## src/rtl/sram_ctl_pkg.sv

```systemverilog
package sram_ctl_pkg;

    typedef enum logic [2:0] {
        S_IDLE     = 3'd0,
        S_RD_WAIT  = 3'd1,
        S_RD_END   = 3'd2,
        S_WR_SETUP = 3'd3,
        S_WR_PULSE = 3'd4,
        S_WR_HOLD  = 3'd5
    } ctl_state_e;

    function automatic int cdiv(input int num, input int den);
        return (num + den - 1) / den;
    endfunction

    function automatic int imax(input int a, input int b);
        return (a > b) ? a : b;
    endfunction

endpackage

```

## src/rtl/sram_phase_timer.sv

```systemverilog
module sram_phase_timer #(
    parameter int CNT_W = 3
) (
    input  logic             clk,
    input  logic             rst_n,
    input  logic             load,
    input  logic [CNT_W-1:0] load_val,
    output logic [CNT_W-1:0] cnt,
    output logic             last
);

    always_ff @(posedge clk) begin
        if (!rst_n) begin
            cnt <= '0;
        end else if (load) begin
            cnt <= load_val - 1'b1;
        end else if (cnt != '0) begin
            cnt <= cnt - 1'b1;
        end
    end

    assign last = (cnt == '0);


    tmr_load_nonzero_chk: assert property (@(posedge clk) disable iff (!rst_n)
        load |-> (load_val != '0));

endmodule

```

## src/rtl/sram_rd_capture.sv

```systemverilog
module sram_rd_capture #(
    parameter int DATA_W = 16,
    parameter int LANES  = DATA_W / 8
) (
    input  logic              clk,
    input  logic              rst_n,
    input  logic              cap_en,
    input  logic [LANES-1:0]  lane_en,
    input  logic [DATA_W-1:0] dq_in,
    output logic [DATA_W-1:0] rdata,
    output logic              valid
);

    for (genvar l = 0; l < LANES; l++) begin : g_lane
        always_ff @(posedge clk) begin
            if (!rst_n) begin
                rdata[8*l +: 8] <= '0;
            end else if (cap_en) begin
                rdata[8*l +: 8] <= lane_en[l] ? dq_in[8*l +: 8] : 8'h00;
            end
        end
    end

    always_ff @(posedge clk) begin
        if (!rst_n) valid <= 1'b0;
        else        valid <= cap_en;
    end


    rsp_single_pulse_chk: assert property (@(posedge clk) disable iff (!rst_n)
        valid |=> !valid);

endmodule

```

## src/rtl/sram_ctl.sv

```systemverilog
module sram_ctl #(
    parameter int ADDR_W  = 18,
    parameter int DATA_W  = 16,
    parameter int CLK_NS  = 10,
    parameter int T_RC_NS = 55,
    parameter int T_AA_NS = 55,
    parameter int T_OE_NS = 25,
    parameter int T_WC_NS = 55,
    parameter int T_WP_NS = 45,
    parameter int T_DS_NS = 25,
    parameter int T_HZ_NS = 20
) (
    input  logic                  clk,
    input  logic                  rst_n,
    input  logic                  req_valid,
    output logic                  req_ready,
    input  logic                  req_write,
    input  logic [ADDR_W-1:0]     req_addr,
    input  logic [DATA_W-1:0]     req_wdata,
    input  logic [DATA_W/8-1:0]   req_mask,
    output logic                  rsp_valid,
    output logic [DATA_W-1:0]     rsp_rdata,
    output logic [ADDR_W-1:0]     mem_addr,
    output logic                  mem_ce_n,
    output logic                  mem_ce2,
    output logic                  mem_oe_n,
    output logic                  mem_we_n,
    output logic [DATA_W/8-1:0]   mem_be_n,
    output logic [DATA_W-1:0]     mem_dq_out,
    output logic                  mem_dq_oe,
    input  logic [DATA_W-1:0]     mem_dq_in
);
    import sram_ctl_pkg::*;

    localparam int LANES    = DATA_W / 8;
    localparam int RD_CYC   = imax(imax(cdiv(T_RC_NS, CLK_NS), cdiv(T_AA_NS, CLK_NS)),
                                   cdiv(T_OE_NS, CLK_NS));
    localparam int HZ_CYC   = cdiv(T_HZ_NS, CLK_NS);
    localparam int DS_CYC   = imax(1, cdiv(T_DS_NS, CLK_NS));
    localparam int WP_CYC   = imax(cdiv(T_WP_NS, CLK_NS), HZ_CYC + DS_CYC);
    localparam int HOLD_CYC = imax(1, cdiv(T_WC_NS, CLK_NS) - 1 - WP_CYC);
    localparam int MAX_CYC  = imax(imax(RD_CYC, WP_CYC), HOLD_CYC);
    localparam int CNT_W    = $clog2(MAX_CYC + 1);
    localparam int DRV_LIM  = WP_CYC - HZ_CYC;

    ctl_state_e          state_q, state_nx;
    logic [ADDR_W-1:0]   addr_q;
    logic [DATA_W-1:0]   wdata_q;
    logic [LANES-1:0]    mask_q;
    logic                accept;
    logic                tmr_load;
    logic [CNT_W-1:0]    tmr_val;
    logic [CNT_W-1:0]    tmr_cnt;
    logic                tmr_last;
    logic                cap_en;

    assign accept = req_valid && (state_q == S_IDLE);

    // Request capture
    always_ff @(posedge clk) begin
        if (!rst_n) begin
            addr_q  <= '0;
            wdata_q <= '0;
            mask_q  <= '0;
        end else if (accept) begin
            addr_q  <= req_addr;
            wdata_q <= req_wdata;
            mask_q  <= req_mask;
        end
    end

    // State register
    always_ff @(posedge clk) begin
        if (!rst_n) state_q <= S_IDLE;
        else        state_q <= state_nx;
    end

    // Next state and phase timer loading
    always_comb begin
        state_nx = state_q;
        tmr_load = 1'b0;
        tmr_val  = CNT_W'(1);
        unique case (state_q)
            S_IDLE: begin
                if (accept) begin
                    if (req_write) begin
                        state_nx = S_WR_SETUP;
                    end else begin
                        state_nx = S_RD_WAIT;
                        tmr_load = 1'b1;
                        tmr_val  = CNT_W'(RD_CYC);
                    end
                end
            end
            S_RD_WAIT: begin
                if (tmr_last) state_nx = S_RD_END;
            end
            S_RD_END: begin
                state_nx = S_IDLE;
            end
            S_WR_SETUP: begin
                tmr_load = 1'b1;
                if (mask_q != '0) begin
                    state_nx = S_WR_PULSE;
                    tmr_val  = CNT_W'(WP_CYC);
                end else begin
                    state_nx = S_WR_HOLD;
                    tmr_val  = CNT_W'(1);
                end
            end
            S_WR_PULSE: begin
                if (tmr_last) begin
                    state_nx = S_WR_HOLD;
                    tmr_load = 1'b1;
                    tmr_val  = CNT_W'(HOLD_CYC);
                end
            end
            S_WR_HOLD: begin
                if (tmr_last) state_nx = S_IDLE;
            end
            default: state_nx = S_IDLE;
        endcase
    end

    // Output decode
    always_comb begin
        req_ready = 1'b0;
        mem_ce_n  = 1'b1;
        mem_ce2   = 1'b0;
        mem_oe_n  = 1'b1;
        mem_we_n  = 1'b1;
        mem_be_n  = '1;
        mem_dq_oe = 1'b0;
        cap_en    = 1'b0;
        unique case (state_q)
            S_IDLE: begin
                req_ready = 1'b1;
            end
            S_RD_WAIT: begin
                mem_ce_n = 1'b0;
                mem_ce2  = 1'b1;
                mem_oe_n = 1'b0;
                mem_be_n = ~mask_q;
                cap_en   = tmr_last;
            end
            S_RD_END: begin
            end
            S_WR_SETUP: begin
                mem_ce_n = 1'b0;
                mem_ce2  = 1'b1;
                mem_be_n = ~mask_q;
            end
            S_WR_PULSE: begin
                mem_ce_n  = 1'b0;
                mem_ce2   = 1'b1;
                mem_we_n  = 1'b0;
                mem_be_n  = ~mask_q;
                mem_dq_oe = (tmr_cnt < CNT_W'(DRV_LIM));
            end
            S_WR_HOLD: begin
                mem_ce_n  = 1'b0;
                mem_ce2   = 1'b1;
                mem_be_n  = ~mask_q;
                mem_dq_oe = (mask_q != '0);
            end
            default: begin
            end
        endcase
    end

    assign mem_addr   = addr_q;
    assign mem_dq_out = wdata_q;

    sram_phase_timer #(
        .CNT_W (CNT_W)
    ) i_timer (
        .clk      (clk),
        .rst_n    (rst_n),
        .load     (tmr_load),
        .load_val (tmr_val),
        .cnt      (tmr_cnt),
        .last     (tmr_last)
    );

    sram_rd_capture #(
        .DATA_W (DATA_W),
        .LANES  (LANES)
    ) i_capture (
        .clk     (clk),
        .rst_n   (rst_n),
        .cap_en  (cap_en),
        .lane_en (mask_q),
        .dq_in   (mem_dq_in),
        .rdata   (rsp_rdata),
        .valid   (rsp_valid)
    );


    no_drive_on_read_chk: assert property (@(posedge clk) disable iff (!rst_n)
        mem_dq_oe |-> mem_oe_n);


    oe_high_in_write_chk: assert property (@(posedge clk) disable iff (!rst_n)
        !mem_we_n |-> mem_oe_n);


    selected_in_write_chk: assert property (@(posedge clk) disable iff (!rst_n)
        !mem_we_n |-> (!mem_ce_n && mem_ce2));


    addr_still_in_pulse_chk: assert property (@(posedge clk) disable iff (!rst_n)
        (!mem_we_n && !$past(mem_we_n)) |-> (mem_addr == $past(mem_addr)));


    addr_setup_chk: assert property (@(posedge clk) disable iff (!rst_n)
        $fell(mem_we_n) |-> (!$past(mem_ce_n) && (mem_addr == $past(mem_addr))));


    no_drive_at_we_fall_chk: assert property (@(posedge clk) disable iff (!rst_n)
        $fell(mem_we_n) |-> !mem_dq_oe);


    busy_after_accept_chk: assert property (@(posedge clk) disable iff (!rst_n)
        (req_valid && req_ready) |=> !req_ready);


    rsp_after_oe_chk: assert property (@(posedge clk) disable iff (!rst_n)
        rsp_valid |-> !$past(mem_oe_n));

endmodule

```

## config.mk

```make
export PLATFORM = sky130hd
export DESIGN_NAME = sram_ctl
export DESIGN_NICKNAME = d
export VERILOG_FILES = /design/src/rtl/sram_ctl_pkg.sv /design/src/rtl/sram_phase_timer.sv /design/src/rtl/sram_rd_capture.sv /design/src/rtl/sram_ctl.sv
export SDC_FILE = /design/constraint.sdc
export NUM_CORES = 1
export LEC_CHECK = 0
export BUFFER_PORTS_ARGS = -buffer_cell sky130_fd_sc_hd__buf_2
export CAP_MARGIN = 15
export CORE_ASPECT_RATIO = 2
export CORE_UTILIZATION = 42
export CTS_BUF_LIST = sky130_fd_sc_hd__clkbuf_16
export CTS_CLUSTER_DIAMETER = 50
export DETAILED_ROUTE_END_ITERATION = 7
export GPL_ROUTABILITY_DRIVEN = 0
export PLACE_DENSITY = 0.74
export SETUP_SLACK_MARGIN = 0.02
export SLEW_MARGIN = 20
export SYNTH_ARGS = -nofsm -noshare
export SYNTH_HDL_FRONTEND = slang
export SYNTH_SLANG_ARGS = --single-unit
```

## constraint.sdc

```tcl
create_clock -name clk -period 1.9 [get_ports clk]
set_input_delay 0.38 -clock clk [delete_from_list [all_inputs] [get_ports clk]]
set_output_delay 0.38 -clock clk [all_outputs]
set_load 0.005 [all_outputs]
```

==> Word-level counts from Yosys, hierarchy flattened <==
Index checks and enable logic that the tools add are counted.
{ "op_classes": {"add_sub_neg": 2, "n_lt_le_gt_ge": 1, "eq_ne": 8, "n_mux": 27, "n_bitwise": 1, "n_reduce_logical": 8} }
{ "ops": {"columns": ["op", "count"], "rows": [
  ["3-bit 2-to-1 mux", 9],
  ["8-bit 2-to-1 mux", 2],
  ["3-bit one-hot mux with 5 select lines", 1],
  ["1-bit 2-to-1 mux", 10],
  ["2-bit != test (second input constant)", 4],
  ["3-bit == test (second input constant)", 2],
  ["3-bit logical NOT", 2],
  ["3-bit one-hot mux with 2 select lines", 1],
  ["3-bit by 1-bit subtractor with 3-bit output (second input constant)", 2],
  ["2-bit 2-to-1 mux", 2],
  ["4-bit AND reduction", 1],
  ["2-bit nonzero test", 2],
  ["4-bit OR reduction", 1],
  ["3-bit by 1-bit == test with 1-bit output (second input constant)", 1],
  ["3-bit by 2-bit == test with 1-bit output (second input constant)", 1],
  ["3-bit by 2-bit < comparator with 1-bit output (second input constant)", 1],
  ["1-bit one-hot mux with 3 select lines", 1],
  ["3-bit nonzero test", 1],
  ["2-bit inverter", 1],
  ["1-bit one-hot mux with 2 select lines", 1],
  ["1-bit logical AND", 1]
]} }
{ "totals": {"ff_bits": 59, "word_cells": 55} }

==> Depth between registers and ports, before layout <==
Gate-level depths: netlist (run 1).
{ "logic_depth": {"ltp_word": 6, "ltp_mapped": 8} }

==> Modules after synthesis <==
A second synthesis (run 1) with hierarchy kept.
{ "hier_totals": {"hier_cells": 291, "area_unflattened_um2": 2417.3} }
{ "by_module_without_submodules": {"columns": ["mod", "instances", "cells_each", "area_per_inst_um2"], "rows": [
  ["sram_ctl", 1, 201, 1551.5],
  ["sram_rd_capture", 1, 75, 698.2],
  ["sram_phase_timer", 1, 15, 167.7]
]} }

==> Worst setup path before layout (run 1) <==
No wires, ideal clock.
{ "synth_path": {"path_kind": "register -> register", "start": "reg state_q[0]", "end": "reg i_timer.cnt[1]", "setup_time_ps": 80, "arrival_time_ps": 1787, "required_time_ps": 1820, "path_slack_ps": 33, "path_stages_with_launch": 8, "path_cell_list": "dfxtp_1 buf_6 or4b_1 buf_2 buf_2 o32ai_1 ha_1 nor3b_1"} }
{ "synth_via": {"elab_chain_len": 6} }
{ "synth_rtl": {"columns": ["element", "line", "text"], "rows": [
  ["start: declaration", "sram_ctl.sv:46", "ctl_state_e state_q, state_nx;"],
  ["start signal: assignment", "sram_ctl.sv:75", "else state_q <= state_nx;"],
  ["3-bit logical NOT", "sram_ctl.sv:57, sram_ctl.sv:83", null],
  ["1-bit logical AND", "sram_ctl.sv:57", "assign accept = req_valid && (state_q == S_IDLE);"],
  ["3-bit 2-to-1 mux", "sram_ctl.sv:85", "if (accept) begin"],
  ["3-bit one-hot mux with 2 select lines", "sram_ctl.sv:83", "unique case (state_q)"],
  ["3-bit by 1-bit subtractor with 3-bit output", "sram_phase_timer.sv:16", "cnt <= load_val - 1'b1;"],
  ["3-bit 2-to-1 mux", "sram_phase_timer.sv:15", "end else if (load) begin"],
  ["end signal: assignment", "sram_phase_timer.sv:16", null],
  ["end signal: assignment", "sram_phase_timer.sv:18", "cnt <= cnt - 1'b1;"],
  ["end: declaration", "sram_phase_timer.sv:8", "output logic [CNT_W-1:0] cnt,"]
]} }
Several ways; a longest one is shown, not always the timed one.
A chain may end at the register's enable or synchronous reset.

==> Worst setup path in the final report (run 1) <==
{ "layout_path": {"start": "reg state_q[2]", "end": "out mem_oe_n"} }
{ "layout_via": {"elab_chain_len": 2} }
{ "layout_rtl": {"columns": ["element", "line", "text"], "rows": [
  ["3-bit by 1-bit == test with 1-bit output", "sram_ctl.sv:135", "unique case (state_q)"],
  ["1-bit 2-to-1 mux", "sram_ctl.sv:135", null],
  ["end: declaration", "sram_ctl.sv:26", "output logic mem_oe_n,"]
]} }
No other way between the ends.

==> results of run 1 <==
layout by cell type (no fill, tap or decap), drive strengths merged, types with 3 or more instances in the layout:
cell and n:
nand2 90, a21oi 4, nor3 4, clkbuf 9, clkinv 3, nor2 9
nand3 18, inv 3, nand2b 4, nor4b 3, dfxtp 59, a21boi 52
buf 129
sequential cells by signal, indices dropped and copies added (netlist names):
name and count:
mem_dq_out 16, state_q 3, i_capture.valid 1, i_capture.rdata 16, mem_addr 18, i_timer.cnt 3
mask_q 2
cell type report:
| cell class | count | area, um2 |
|---|---|---|
| clock buffer | 9 | 225.2 |
| clock inverter | 7 | 60.06 |
| fill | 516 | 2346 |
| inverter | 2 | 7.507 |
| multi-input combinational | 206 | 1226 |
| sequential | 59 | 1182 |
| tap | 61 | 76.32 |
| timing repair buffer | 129 | 683.2 |
per-layer routing:
layer  vias up  part of all wire (%)
met4         0                   3.1
met5         -                     0
li1       1206                     -
met2        91                    52
met3        18                   7.0
met1      1063                    38
worst paths after layout:
kind	to	cells past startpoint	startpoint	slack [ps]
setup reg to reg	i_capture.rdata[4]$_SDFFE_PN0P_	5	state_q[2]$_SDFFE_PN0P_	200
setup / recovery	mem_oe_n	3	state_q[2]$_SDFFE_PN0P_	150
hold / removal	mem_addr[5]$_SDFFE_PN0N_	3	req_addr[5]	290
hold reg to reg	i_capture.rdata[11]$_SDFFE_PN0P_	2	i_capture.rdata[11]$_SDFFE_PN0P_	450
repair_timing:
| action | CTS | global route |
|---|---|---|
| resized for setup | 2 | 0 |
| endpoints found under the setup margin | 4 | 0 |
| setup buffers | 0 | 0 |
kinds of logic (layout without fill, tap and decap cells):
group	Yosys count	after routing	synth area share, %
AND/OR/NAND/NOR	138	138	26.50
AO/OA/AOI/OAI	65	65	20.00
flip-flops	59	59	46.16
buffers and inverters	25	147	6.064
multiplexers	2	2	0.7824
adder cells (fa/ha/maj)	1	1	0.4889
where the power goes:
| part | total (uW) | switching [uW] | internal (uW) |
|---|---|---|---|
| Clock | 1540 | 544 | 993 |
| Combinational | 932 | 514 | 419 |
| Sequential | 1470 | 95.1 | 1380 |
| Total | 3940 | 1150 | 2790 |
worst reg2reg max path, delay by kind of cell (launching register included):
kind            cells  cell delay (ps)
compound gates      1               60
buf+inv             1              160
flops               1              330
simple gates        3             1050
metrics by stage:
stage | std cells | hold WS (ps) | power, uW | cell area [um2]
after global placement | 457 | 433.5 | 2410 | 3171
after CTS | 473 | 277.6 | 3996 | 3461
final | 473 | 287.8 | 3942 | 3461
after global routing | 473 | 285.4 | 4173 | 3461
after detailed placement | 457 | 442.3 | 2440 | 3171
after floorplan | 290 | 447.1 | 2127 | 2559
==> flow_metrics.tcl, run 1 <==
set metrics [dict create \
    outcome "complete, but fails checks" \
    violations "DRC" \
    cp_data_required_time_ps 1520 \
    fin_crit_sh_pct 92.09 \
    cp_slowest_cell "or3b_4" \
    via_count 2378 \
    first_pass_iters 6 \
    drc_errors 15 \
    core.rowCount 39 \
    async_flop_share_pct 0 \
    p_per_area_nw_per_um2 1139 \
    die-area_um2 6427 \
    core_um2 5807 \
    synth.most_common_cell "nand2_1" \
    synth_top_area_share_pct 46.16 \
    grtUsageTotal_pct 20.43 \
    cp_slowest_stage_delay_ps 410 \
    path_buf_inv 2 \
    clk_latency_ps 330 \
    postCtsHoldBufs 0 \
    synth_top_area_cell "dfxtp_1" \
    die_w_um 57.19 \
    top_usage_layer "met2" \
    numCtsBuffers 9 \
    start_kind "flip-flop" \
    grt_pass1_vias 2266 \
    ys.flop_type "dfxtp_1" \
    grt_max_degree 37 \
    tns_ps 0 \
    cts_tree "built" \
    synthTopCellsByArea "dfxtp_1, nand2_1, a21boi_1, a21boi_2, nand3_2" \
    wl_per_cell_um 12.92 \
    cts.sink_count 59 \
    vias_per_cell 5.027 \
    syn_area_um2 2559 \
    cp.arrival_ps 1370 \
    p_leak_uw 0.001568 \
    syn_avg_cell_area_um2 8.823 \
    clockRootBuffer "clkbuf_16" \
    synth-edff-count 0 \
    clkTransAtPathRegs_ps 50 \
    place_ws_ps 98.02 \
    routed_wirelength_um 6112 \
    crit_path_cell_trace "buf_4 -> or3b_4 -> buf_2" \
    path_delay_family "simple AND/OR/NAND/NOR gates" \
    hold_class "primary input to flip-flop" \
    setup_ws_ps 150.3 \
    crit_type "flip-flop to output port" \
    ys_types 37 \
    period_needed_ps 1750 \
    grtUsageMet3_pct 7.719 \
    ys_seq_area_share_pct 46.16 \
    drive_gt1_share_pct 40.29 \
    pin_count 115 \
    ys_seq_elements 59 \
    diodes 0 \
    fin_skew_ps 6.466 \
    use_met1_pct 20.99 \
    syn_to_final_growth_pct 35.26 \
    setup_viol 0 \
    tightest_slew_ps 578.8 \
    nets 464 \
    grt_pass1_wl_um 9991 \
    hold_violations 0 \
    path_max_fanout 7 \
    grt_setup_unrepaired "no" \
    end_kind "output port" \
    max_freq_ghz 0.5715 \
    htreeDepth 3 \
    dr.first_iter.drc_count 96 \
    place.port_buffers 114 \
    yosys_warnings 0 \
    synthCells 290 \
    ant_nets 0 \
    synth_common_cells "nand2_1, dfxtp_1, a21boi_1" \
    use_met2_pct 34.67 \
    die_y_um 112.4 \
    dp_hpwl_um 4534 \
    synth_nets 347 \
    final_util_pct 59.60 \
    initial_core_util_pct 44.06 \
    irDropWorstVdd_mv 0.6891 \
    cts.path.max_buffers 2 \
    max-cap-violations 0 \
    antenna_found_initial 0 \
    drv_slew 0 \
    relSlewSlack_pct 61.41 \
    globalRouteOverflowTotal 0 \
]
Note: power is estimated with default switching activity, not from simulation.
==> run 2, diff against run 1 <==
==> constraint.sdc (replaced) <==
create_clock -name clk -period 1.9 [get_ports clk]
set_input_delay 0.095 -clock clk [delete_from_list [all_inputs] [get_ports clk]]
set_output_delay 0.095 -clock clk [all_outputs]
set_load 0.005 [all_outputs]
==> run 2 against run 1 <==
The run still ends with DRC left. Utilization rose by 3.0 points. Non-clock buffer count rose by 17. Critical path depth rose by 2. Sequential share of layout area fell by 1.6 points.
==> flow_metrics.tcl, run 2 (synthesis gave the netlist of run 1 again) <==
set metrics [dict create \
    clkPwrFrac_pct 37.2 \
    cp_slowest_cell "or3b_2" \
    violations "DRC" \
    path_max_fanout 4 \
    max-cap-violations 0 \
    routed_wirelength_um 6514 \
    fin_crit_sh_pct 87.25 \
    clk_latency_ps 330 \
    nets 481 \
    grtUsageTotal_pct 21.42 \
    initial_core_util_pct 44.06 \
    pin_count 115 \
    outcome "complete, but fails checks" \
    cts.path.max_buffers 2 \
    start_kind "flip-flop" \
    setup_viol 0 \
    tns_ps 0 \
    htreeDepth 3 \
    largest_reg_flops 18 \
    place.port_buffers 114 \
    die_y_um 112.4 \
    p_leak_uw 0.001630 \
    cp_data_required_time_ps 2150 \
    hold_class "primary input to flip-flop" \
    p_sw_uw 1204 \
    n_fill_cell 494 \
    p_int_uw 2698 \
    core.rowCount 39 \
    core_um2 5807 \
    antenna_found_initial 0 \
    dp_hpwl_um 4384 \
    netSwitchingFraction_pct 30.85 \
    die-area_um2 6427 \
    clkTransAtPathRegs_ps 50 \
    clockRootBuffer "clkbuf_16" \
    stdcell_area_um2 3635 \
    cts_setup_buffers 0 \
    drive_gt1_share_pct 38.69 \
    layout_common_cells "buf_2, nand2_1, dfxtp_1" \
    dr.first_iter.drc_count 87 \
    end_kind "flip-flop" \
    hold_violations 0 \
    tightest_slew_ps 402.9 \
    vias_per_cell 5.014 \
    first_pass_iters 6 \
    die_w_um 57.19 \
    syn_to_final_growth_pct 42.05 \
    diodes 0 \
    max_freq_ghz 0.6032 \
    p_comb_share_pct 24.9 \
    post_dp_cell_area_um2 3161 \
    cts.sink_count 59 \
    mostFrequentLayoutCell "buf_2" \
    irDropWorstVdd_mv 0.7091 \
    grt_setup_unrepaired "no" \
    p_per_area_nw_per_um2 1074 \
    cp_slowest_stage_delay_ps 500 \
    cts_tree "built" \
    cp.arrival_ps 1910 \
    grt_pass1_wl_um 10440 \
    numCtsBuffers 9 \
    relSlewSlack_pct 73.14 \
    crit_path_cell_trace "or3b_2 -> nor3_1 -> o32ai_1 -> ha_1 -> nor3b_1" \
    crit_type "flip-flop to flip-flop" \
    grt_max_degree 37 \
    wl_per_cell_um 13.29 \
    grt_pass1_vias 2385 \
    period_needed_ps 1658 \
    globalRouteOverflowTotal 0 \
    drv_slew 0 \
    via_count 2457 \
    drc_errors 7 \
    ant_nets 0 \
    fin_skew_ps 5.417 \
    seq_power_share_pct 37.9 \
    finalPower_uw 3902 \
]
run 2: changes by cell type in the layout (fill, tap and decap cells not counted), sizes merged:
cell / delta
dlygate4sd3: +20
buf: -3
bufinv: -1
clkinv: +1
clkinvlp: +1
inv: -1
run 2: final timing paths:
kind / cells after the start / to / slack [ps] / start
hold reg to reg: 2 / i_capture.rdata[12]$_SDFFE_PN0P_ / 450 / i_capture.rdata[12]$_SDFFE_PN0P_
setup reg to reg: 5 / i_timer.cnt[1]$_SDFFE_PN0P_ / 240 / state_q[2]$_SDFFE_PN0P_
setup / recovery: 5 / i_timer.cnt[1]$_SDFFE_PN0P_ / 240 / state_q[2]$_SDFFE_PN0P_
hold / removal: 3 / mem_dq_out[4]$_SDFFE_PN0N_ / 8 / req_wdata[4]
run 2: repair_timing:
| action | 4_1_cts | 5_1_grt |
|---|---|---|
| setup endpoints to repair | 0 | 16 |
| resized for setup | 0 | 2 |
| endpoints found under the hold margin | 20 | 0 |
| hold buffers | 20 | 0 |
run 2: metrics by stage:
stage | cells | util (%) | setup slack (ps) | hold slack (ps)
after floorplan | 290 | - | 33.27 | 229.8
after global placement | 454 | 54.43 | 115.3 | 333.6
after detailed placement | 454 | 54.43 | 62.68 | 340.7
after CTS | 490 | 62.53 | 54.06 | 0.9024
after global routing | 490 | 62.59 | 58.03 | 8.214
final | 490 | 62.59 | 242.2 | 8.402
run 2: power by group through the flow:
| stage | combinational, uW | clock, uW | sequential (uW) |
|---|---|---|---|
| 2_1_floorplan | 640 | 0 | 1490 |
| 3_3_place_gp | 922 | 0 | 1490 |
| 3_5_place_dp | 937 | 0 | 1500 |
| 4_1_cts | 973 | 1480 | 1470 |
| 5_1_grt | 1080 | 1530 | 1500 |
| 6_report | 973 | 1450 | 1480 |
run 2: final cells by class:
type	count	area, um2	area share, %
multi-input combinational	206	1225	33.70
sequential	59	1182	32.53
timing repair buffer	146	873.3	24.03
clock buffer	9	225.2	6.196
tap	61	76.32	2.100
clock inverter	7	45.04	1.239
inverter	2	7.507	0.2065
run 2: worst max-delay path, delay by kind of cell (launching register included):
family / cells / cell delay [ps]
and+or+nand+nor: 3 / 830
DFF: 1 / 370
adders and majority gates: 1 / 280
AOI/OAI and AO/OA: 1 / 110
run 2: routing by layer:
metal | up-vias | routed length (um) | global-route usage, % | share of wire, %
li1 | 1233 | - | - | -
met1 | 1122 | 2435 | 19.62 | 37
met2 | 85 | 3542 | 39.69 | 54
met3 | 17 | 355 | 6.567 | 5.4
met4 | 0 | 181 | 12.68 | 2.8
met5 | - | 0 | 0 | 0
==> run 3, diff against run 2 <==
CORE_UTILIZATION = 40   (was 42)
PLACE_DENSITY = 0.71   (was 0.74)
==> run 3 against run 2 <==
The run now ends clean. Utilization down 2.8 points. Routed wire length decreased by 1.1%. Combinational power up 1%. Non-clock buffer count decreased by 5. Count of clock-buffer cells in the layout stayed put. Cell area increased by 0.38%. Clock power increased by 8%. Clock skew grew 4.6 ps. Sequential power barely moved. Maximum frequency fell by 2.4%. Die area increased by 4.9%. Sequential cell count did not move. Largest power group is now the clock network.
==> flow_metrics.tcl, run 3 (synthesis gave the netlist of run 1 again) <==
set metrics [dict create \
    outcome "completed" \
    cp_data_required_time_ps 2150 \
    clk_latency_ps 330 \
    clkTransAtPathRegs_ps 50 \
    drive_gt1_share_pct 38.44 \
    cts.sink_count 59 \
    grt_pass1_vias 2200 \
    relSlewSlack_pct 61.71 \
    fin_skew_ps 10.01 \
    period_needed_ps 1698 \
    crit_path_cell_trace "or3b_2 -> nor3_1 -> o32ai_1 -> ha_1 -> nand2b_1 -> mux2i_1" \
    clockRootBuffer "clkbuf_16" \
    r2r_end "i_timer.cnt[2]$_SDFFE_PN0P_" \
    critPathCapture "i_timer.cnt[2]$_SDFFE_PN0P_" \
    worst-r2r-setup-slack_ps 200 \
    path_delay_family "simple AND/OR/NAND/NOR gates" \
    vias_per_cell 4.715 \
    htreeDepth 3 \
    wl_per_cell_um 12.69 \
    use_met2_pct 36.93 \
    grtUsageMet3_pct 5.737 \
    post_cts_resized 0 \
    max_freq_ghz 0.5889 \
    die_w_um 58.56 \
    fin_crit_sh_pct 89.38 \
    seq_power_share_pct 36.6 \
    diodes 0 \
    max-cap-violations 0 \
    routed_wirelength_um 6445 \
    place.port_buffers 114 \
    ant_nets 0 \
    antenna_found_initial 0 \
    initial_core_util_pct 41.91 \
    cp_slowest_stage_delay_ps 520 \
    dr.first_iter.drc_count 71 \
    p_comb_share_pct 24.5 \
    hold_violations 0 \
    crit_start "state_q[1]$_SDFFE_PN0P_" \
    p_sw_uw 1179 \
    die-area_um2 6740 \
    start_kind "flip-flop" \
    end_kind "flip-flop" \
    setup_viol 0 \
    dp.cells 476 \
    core.rowCount 40 \
    nets 476 \
    syn_to_final_growth_pct 42.59 \
    cts.path.max_buffers 2 \
    path_buf_inv 0 \
    ff2ff_path_depth 6 \
    grt_setup_unrepaired "no" \
    mostFrequentLayoutCell "buf_2" \
    drv_slew 0 \
    finalNonFillerCells 508 \
    layout_common_cells "buf_2, nand2_1, dfxtp_1" \
    via_count 2395 \
    tns_ps 0 \
    irDropWorstVdd_mv 0.5612 \
    clkPwrFrac_pct 38.9 \
    die_y_um 115.1 \
    path_max_fanout 7 \
    p_int_uw 2838 \
    crit_type "flip-flop to flip-flop" \
    core_um2 6106 \
    p_per_area_nw_per_um2 1101 \
    globalRouteOverflowTotal 0 \
    tightest_slew_ps 574.4 \
    cp_slowest_cell "or3b_2" \
    drc_errors 0 \
    numCtsBuffers 9 \
    largest_reg_flops 18 \
    grt_max_degree 37 \
    cp.arrival_ps 1950 \
    timing.rr.start "state_q[1]$_SDFFE_PN0P_" \
    grtUsageTotal_pct 20.22 \
    p_leak_uw 0.001628 \
    dp_hpwl_um 4509 \
    first_pass_iters 4 \
    worst-path-stages 6 \
    top_usage_layer "met2" \
    netSwitchingFraction_pct 29.35 \
    hold_class "primary input to flip-flop" \
    cts_tree "built" \
    pin_count 115 \
    use_met1_pct 18.93 \
    grt_pass1_wl_um 9908 \
]
[run 3: how the worst min path moves through the flow]
stage	from	endpoint	slack, ps	cells after the start
finish	req_wdata[4]	mem_dq_out[4]$_SDFFE_PN0N_	7	3
global placement	req_wdata[3]	mem_dq_out[3]$_SDFFE_PN0N_	340	3
floorplan	req_addr[0]	mem_addr[0]$_SDFFE_PN0N_	230	2
global route	req_addr[2]	mem_addr[2]$_SDFFE_PN0N_	10	3
detailed placement	req_addr[1]	mem_addr[1]$_SDFFE_PN0N_	340	3
CTS	req_addr[5]	mem_addr[5]$_SDFFE_PN0N_	0.4	3
[run 3: per-stage QoR]
| step | hold slack [ps] | instance area [um2] | worst slack (ps) | total power (uW) | utilization, % |
|---|---|---|---|---|---|
| 3_5_place_dp | 341.5 | 3194 | 184.7 | 2462 | 52.32 |
| 3_3_place_gp | 335.4 | 3194 | 258.5 | 2437 | 52.32 |
| 5_1_grt | 14.86 | 3649 | 81.69 | 4248 | 59.75 |
| 2_1_floorplan | 229.8 | 2559 | 33.27 | 2127 | - |
| 4_1_cts | 0.3546 | 3649 | 191.3 | 4075 | 59.75 |
| 6_report | 7.394 | 3649 | 201.9 | 4017 | 59.75 |
[run 3: timing repair]
action	4_1_cts	5_1_grt
buffers inserted	0	0
hold buffers	16	0
hold endpoints to repair	16	0
[run 3: layout make-up]
cell class	count	area [um2]
sequential	59	1181
inverter	2	7.507
clock buffer	9	225.2
timing repair buffer	141	838.3
tap	84	105.1
multi-input combinational	206	1222
fill	584	2457
clock inverter	7	68.82
[run 3: power groups by stage]
stage	Combinational (uW)	Sequential, uW	Clock [uW]
2_1_floorplan	640	1490	0
3_3_place_gp	949	1490	0
3_5_place_dp	971	1490	0
5_1_grt	1100	1490	1660
4_1_cts	1000	1470	1610
6_report	985	1470	1560
[run 3: layer usage]
metal / part of all wire, % / vias to the layer above
met2: 55 / 76
met5: 0 / -
met4: 3.0 / 0
li1: - / 1224
met1: 38 / 1082
met3: 4.5 / 13
[run 3: worst reg2reg max path: stages, from the launching register on]
cell      delay [ps]
dfxtp_1          360
or3b_2           520
nor3_1           150
o32ai_1          120
ha_1             200
nand2b_1         130
mux2i_1          140
